**src/rtl/tpat_pkg.sv**
```systemverilog
package tpat_pkg;

    localparam int unsigned PKT_MIN = 64;

    typedef struct packed {
        logic real_only;
        logic all_ch;
    } mode_t;

    typedef enum logic [1:0] {
        REG_MODE = 2'd0,
        REG_DIV  = 2'd1,
        REG_PKT  = 2'd2
    } ctl_reg_e;

    function automatic int unsigned words_per_group(mode_t m, int unsigned nch);
        int unsigned chans;
        chans = m.all_ch ? nch : nch / 2;
        return m.real_only ? chans : 2 * chans;
    endfunction

    function automatic logic pkt_len_ok(mode_t m, logic [15:0] len,
                                        int unsigned nch, int unsigned budget);
        int unsigned lim;
        lim = budget / words_per_group(m, nch);
        return (32'(len) >= PKT_MIN) && (32'(len) <= lim);
    endfunction

endpackage

```
**src/rtl/tpat_pacer.sv**
```systemverilog
module tpat_pacer #(
    parameter int W = 16
) (
    input  logic         clk,
    input  logic         rst,
    input  logic         run,
    input  logic         reload,
    input  logic [W-1:0] div,
    output logic         tick
);
    logic [W-1:0] cnt;

    assign tick = run && !reload && (cnt == div - W'(1));

    always_ff @(posedge clk) begin
        if (rst || reload || !run) begin
            cnt <= '0;
        end else if (tick) begin
            cnt <= '0;
        end else begin
            cnt <= cnt + W'(1);
        end
    end
endmodule

```
**src/rtl/tpat_ramp.sv**
```systemverilog
module tpat_ramp #(
    parameter int W = 16
) (
    input  logic         clk,
    input  logic         rst,
    input  logic         load,
    input  logic         step,
    input  logic [W-1:0] init_v,
    input  logic [W-1:0] incr_v,
    output logic [W-1:0] val
);
    logic [W-1:0] inc_q;

    always_ff @(posedge clk) begin
        if (rst) begin
            val   <= '0;
            inc_q <= '0;
        end else if (load) begin
            val   <= init_v;
            inc_q <= incr_v;
        end else if (step) begin
            val <= val + inc_q;
        end
    end
endmodule

```
**src/rtl/tpat_slots.sv**
```systemverilog
module tpat_slots
    import tpat_pkg::*;
#(
    parameter int NCH = 4,
    parameter int W   = 16,
    localparam int SL = 2 * NCH,
    localparam int CW = $clog2(SL + 1)
) (
    input  mode_t           mode,
    input  logic [SL*W-1:0] vals,
    output logic [SL*W-1:0] bus,
    output logic [CW-1:0]   words
);
    int unsigned na;

    always_comb begin
        na    = mode.all_ch ? NCH : NCH / 2;
        words = CW'(words_per_group(mode, NCH));
        bus   = '0;
        for (int k = 0; k < SL; k++) begin
            if (k < int'(na)) begin
                bus[k*W +: W] = vals[(k*2)*W +: W];
            end else if (!mode.real_only && (k < int'(2 * na))) begin
                bus[k*W +: W] = vals[((k - int'(na))*2 + 1)*W +: W];
            end
        end
    end
endmodule

```
**src/rtl/tpat_gen.sv**
```systemverilog
module tpat_gen
    import tpat_pkg::*;
#(
    parameter int NCH    = 4,
    parameter int W      = 16,
    parameter int BUDGET = 8192,
    localparam int CHW   = $clog2(NCH),
    localparam int AW    = CHW + 3,
    localparam int SL    = 2 * NCH,
    localparam int CW    = $clog2(SL + 1)
) (
    input  logic            clk,
    input  logic            rst,
    input  logic            cfg_we,
    input  logic [AW-1:0]   cfg_addr,
    input  logic [W-1:0]    cfg_wdata,
    input  logic            start,
    input  logic            stop,
    input  logic            fifo_full,
    output logic            smp_valid,
    output logic [SL*W-1:0] smp_data,
    output logic [CW-1:0]   smp_words,
    output logic            smp_eop,
    output logic            busy,
    output logic            cfg_err,
    output logic            ovf_flag
);
    mode_t        mode_s, mode_a;
    logic [W-1:0] div_s, div_a, pkt_s, pkt_a, pc;
    logic [W-1:0] st_s  [NCH][2];
    logic [W-1:0] inc_s [NCH][2];
    logic         run_q, cfg_ok, go_ok, tick, emit;
    logic [SL*W-1:0] vals, bus;
    logic [CW-1:0]   words;
    logic [CHW-1:0]  wch;

    assign wch = cfg_addr[AW-2:2];

    // staging registers, copied into the active set only on an accepted start
    always_ff @(posedge clk) begin
        if (rst) begin
            mode_s <= '0;
            div_s  <= '0;
            pkt_s  <= '0;
            for (int c = 0; c < NCH; c++) begin
                for (int p = 0; p < 2; p++) begin
                    st_s[c][p]  <= '0;
                    inc_s[c][p] <= '0;
                end
            end
        end else if (cfg_we) begin
            if (cfg_addr[AW-1]) begin
                if (cfg_addr[0]) inc_s[wch][cfg_addr[1]] <= cfg_wdata;
                else             st_s[wch][cfg_addr[1]]  <= cfg_wdata;
            end else begin
                case (ctl_reg_e'(cfg_addr[1:0]))
                    REG_MODE: mode_s <= mode_t'(cfg_wdata[1:0]);
                    REG_DIV:  div_s  <= cfg_wdata;
                    REG_PKT:  pkt_s  <= cfg_wdata;
                    default:  ;
                endcase
            end
        end
    end

    assign cfg_ok = (div_s != '0) && pkt_len_ok(mode_s, pkt_s, NCH, BUDGET);
    assign go_ok  = start && cfg_ok;
    assign emit   = tick && !fifo_full;

    always_ff @(posedge clk) begin
        if (rst) begin
            run_q    <= 1'b0;
            cfg_err  <= 1'b0;
            ovf_flag <= 1'b0;
            mode_a   <= '0;
            div_a    <= W'(1);
            pkt_a    <= W'(PKT_MIN);
            pc       <= '0;
        end else begin
            if (tick && fifo_full) ovf_flag <= 1'b1;
            if (emit) pc <= (pc == pkt_a - W'(1)) ? '0 : pc + W'(1);
            if (start) begin
                if (cfg_ok) begin
                    run_q    <= 1'b1;
                    cfg_err  <= 1'b0;
                    ovf_flag <= 1'b0;
                    mode_a   <= mode_s;
                    div_a    <= div_s;
                    pkt_a    <= pkt_s;
                    pc       <= '0;
                end else begin
                    run_q   <= 1'b0;
                    cfg_err <= 1'b1;
                end
            end else if (stop) begin
                run_q <= 1'b0;
            end
        end
    end

    assign busy = run_q;

    tpat_pacer #(.W(W)) u_pacer (
        .clk    (clk),
        .rst    (rst),
        .run    (run_q),
        .reload (start),
        .div    (div_a),
        .tick   (tick)
    );

    for (genvar c = 0; c < NCH; c++) begin : g_ch
        for (genvar p = 0; p < 2; p++) begin : g_cmp
            tpat_ramp #(.W(W)) u_ramp (
                .clk    (clk),
                .rst    (rst),
                .load   (go_ok),
                .step   (tick),
                .init_v (st_s[c][p]),
                .incr_v (inc_s[c][p]),
                .val    (vals[(c*2+p)*W +: W])
            );
        end
    end

    tpat_slots #(.NCH(NCH), .W(W)) u_slots (
        .mode  (mode_a),
        .vals  (vals),
        .bus   (bus),
        .words (words)
    );

    always_ff @(posedge clk) begin
        if (rst) begin
            smp_valid <= 1'b0;
            smp_eop   <= 1'b0;
            smp_data  <= '0;
            smp_words <= '0;
        end else begin
            smp_valid <= emit;
            smp_eop   <= emit && (pc == pkt_a - W'(1));
            if (emit) begin
                smp_data  <= bus;
                smp_words <= words;
            end
        end
    end
endmodule

```
**config.mk**
```make
export PLATFORM = sky130hd
export DESIGN_NAME = tpat_gen
export DESIGN_NICKNAME = d
export VERILOG_FILES = /design/src/rtl/tpat_pkg.sv /design/src/rtl/tpat_pacer.sv /design/src/rtl/tpat_ramp.sv /design/src/rtl/tpat_slots.sv /design/src/rtl/tpat_gen.sv
export SDC_FILE = /design/constraint.sdc
export NUM_CORES = 2
export LEC_CHECK = 0
export ABC_AREA = 1
export BUFFER_PORTS_ARGS = -buffer_cell sky130_fd_sc_hd__buf_2
export CAP_MARGIN = 20
export CORE_UTILIZATION = 44
export DETAILED_ROUTE_END_ITERATION = 10
export PLACE_DENSITY = 0.6
export SYNTH_ARGS = -nofsm -noshare
export SYNTH_HDL_FRONTEND = slang
export SYNTH_SLANG_ARGS = --single-unit
```
**constraint.sdc**
```tcl
create_clock -name clk -period 6.7 [get_ports clk]
set_clock_uncertainty 0.2 [all_clocks]
set_input_delay 0 -clock clk [delete_from_list [all_inputs] [get_ports clk]]
set_output_delay 0 -clock clk [all_outputs]
set_load 0.01 [all_outputs]
```
==> out/results.ini <==
[yosys]
synth-edff-count=256
syn_inst=4525
synthArstFlopShare_pct=0
ys_ff_latch=748
netlist.top_cell.by_area=dfxtp_1
yosysSeqAreaShare_pct=48.5
syn_avg_cell_area_um2=7.99
yosys.cell_types.count=54
synth_area_um2=36200
netlist.area_leader.share_pct=27.2
synth_fp_nets=4699
yosys_warnings=0
ys_top_cells_by_area=dfxtp_1 (27%), edfxtp_1 (21%), nor2_1 (8.0%)
synth_ff_type=dfxtp_1

[global_routing]
grt_pass1_wl_um=164000
grt_max_degree=120
grtUsageTotal_pct=25.2
overflow=0
grt_pass1_vias=28500
antenna_found_initial=2

[status]
status=finished, final reports clean

[placement]
placed_area_um2=37700
place_congestion=0.856
hpwl_um=64500
portBuffers=162

[timing]
max_freq_ghz=0.163
fin_crit_ns=6.13
drv_slew=0
grt_setup_unrepaired=no
tightestPinTransition_ns=1.16
finalSetupTns_ns=0
period_share_pct=91.5
finalHoldViolations=0
setup_viol=0
slew_headroom_pct=21.9

[critical_path]
worst-path-buf-inv=7
cp.arrival_ns=6.49
startpoint_type=flip-flop
cp.depth=36
cp_slowest_cell=dlygate4sd3_1
endpoint_kind=flip-flop
rr_endpoint=busy
cp_slowest_stage_delay_ns=0.55
r2r_cells=36
rr_startpoint=mode_s[1]
reg2reg_slack_ns=0.57
critPathTopFamily=simple AND/OR/NAND/NOR gates
required_ns=7.06
cpMostUsedCell=nand2_1
path_max_fanout=29
path_class=reg2reg

[drt]
vias_per_cell=5.33
drtIter0Drc=2137
first_pass_iters=7
drc_errors=0
ant_nets=0
drt-wirelength-per-cell_um=18.6
vias=30500
wirelength_um=107000

[power]
clkPwrFrac_pct=39.3
vdd_ir_drop_max_uv=212
p_seq_share_pct=45.2
swShare_pct=28.8
powerDensity_nw_per_um2=283
leakage_uw=0.0179
pwr-share-comb_pct=15.4
p_sw_uw=3350
p_int_uw=8260

[floorplanning]
die_area_um2=83300
floorplan.initialDensity_pct=44.7
die_height_um=289
die_w_um=289
ios=164
core_area_um2=80900
rows=104

[cts]
clk_path_buf_depth=3
clk_latency_ns=0.64
numCtsBuffers=83
cts_tree=done
clock-sinks=748
clkTransAtPathRegs_ns=0.06
cts_max_level=3
cts_root_buffer=clkbuf_16

[final_layout]
diodes=0
fin_area_um2=41000
n_fill_cell=7850
area_delta_synth_final_pct=13.4
final_nets=4774
layout-drive-gt1-share_pct=10.2

[worst_hold_path]
hp-class=in2reg
min_path_cells=4
holdPathEnd=ovf_flag
hp-start=fifo_full

[flow_run]
drv_cap=0

-- cell families after synthesis --
group                    Yosys count  synth area share, %
AO/OA/AOI/OAI                    877                 12.9
XOR/XNOR                          96                 2.33
adder cells (fa/ha/maj)          147                 5.25
buffers and inverters            664                 7.36
flip-flops                       748                 48.5
other                              1               0.0104
AND/OR/NAND/NOR                 1992                 23.6
-- final cells by class --
class / instances / area (um2) / share of cell area (%)
Clock inverter: 33 / 307 / 0.748
Timing Repair Buffer: 256 / 1840 / 4.50
Multi-Input combinational cell: 3116 / 16100 / 39.2
Inverter: 395 / 1490 / 3.64
Sequential cell: 748 / 17500 / 42.8
Clock buffer: 123 / 2410 / 5.88
Tap cell: 1060 / 1330 / 3.23
-- per-stage QoR --
step	std cells	util [%]	hold WS (ns)	worst slack (ns)	total power, uW
4_1_cts	5720	50.4	0.0580	0.151	11600
3_5_place_dp	5531	46.6	0.0546	0.341	7050
6_report	5731	50.7	0.0936	0.572	11600
3_3_place_gp	5530	46.6	0.0470	0.407	7020
2_1_floorplan	4525	-	-0.0706	1.57	6540
5_1_grt	5731	50.7	0.109	0.0940	12100
-- worst min-delay path, cell delays in order --
cell	delay [ns]
dlygate4sd3_1	0.53
buf_2	0.17
a21oi_1	0.08
nor2_1	0.09
-- cell usage after synthesis, types with 9 or more instances --
cell         n
nor3_1      38
buf_6       12
clkbuf_1   200
nand3_1    319
dfxtp_1    492
nand3_2     15
nand4_1     48
ha_1       139
nand2_2     10
buf_2       40
nand3b_1     9
a21oi_1    419
o21ai_0    366
and2_1       9
nor2_1     775
buf_1       13
xnor2_1     28
inv_1      369
clkinv_1    18
edfxtp_1   256
xor2_1      68
or2_2       64
a22oi_1     32
nand2_1    674
o2111ai_1   32
-- sequential cells by signal (all words and copies together), names as in the netlist, 2 cells and up --
| signal | count |
|---|---|
| pc | 16 |
| pkt_s | 16 |
| u_pacer.cnt | 16 |
| div_a | 16 |
| smp_words | 3 |
| mode_s | 2 |
| smp_data | 128 |
| pkt_a | 16 |
| g_ch.g_cmp.u_ramp.inc_q | 128 |
| st_s | 128 |
| mode_a | 2 |
| g_ch.g_cmp.u_ramp.val | 128 |
| inc_s | 128 |
| div_s | 16 |
-- timing repair --
item	4_1_cts	5_1_grt
endpoints found under the hold margin	442	0
gates resized for setup	0	9
setup buffers	0	4
hold buffers	33	0
setup endpoints to repair	0	286
-- worst max-delay path by stage --
stage / slack (ns) / endpoint / start
floorplan: 1.57 / g_ch[3].g_cmp[0].u_ramp.val[10] / mode_s[1]
global placement: 0.41 / pc[8] / mode_s[1]
detailed placement: 0.34 / pc[3] / mode_s[1]
CTS: 0.15 / busy / mode_s[1]
global route: 0.09 / g_ch[2].g_cmp[0].u_ramp.val[8] / mode_s[1]
finish: 0.57 / busy / mode_s[1]
-- placed cells by master (no fill, tap or decap), types with 68 or more instances in the layout --
master,n
clkbuf_16,89
dfxtp_1,491
ha_1,136
o21ai_0,366
a21oi_1,419
buf_2,161
nand3_1,319
inv_1,367
nand2_1,672
xor2_1,68
nor2_1,772
edfxtp_1,256
-- layer usage --
layer / vias to the layer above / GRT usage [%] / share of wire [%]
li1: 15200 / - / -
met1: 14400 / 35.3 / 46
met2: 882 / 41.1 / 46
met3: 138 / 3.25 / 6.3
met4: 0 / 6.71 / 1.9
met5: - / 0 / 0
-- power groups by stage --
stage / combinational, uW / clock, uW / sequential [uW]
2_1_floorplan: 1300 / 0 / 5240
3_3_place_gp: 1680 / 0 / 5340
3_5_place_dp: 1710 / 0 / 5340
4_1_cts: 1730 / 4640 / 5250
5_1_grt: 2030 / 4830 / 5290
6_report: 1790 / 4570 / 5250
Power figures use the tool's default switching activity.
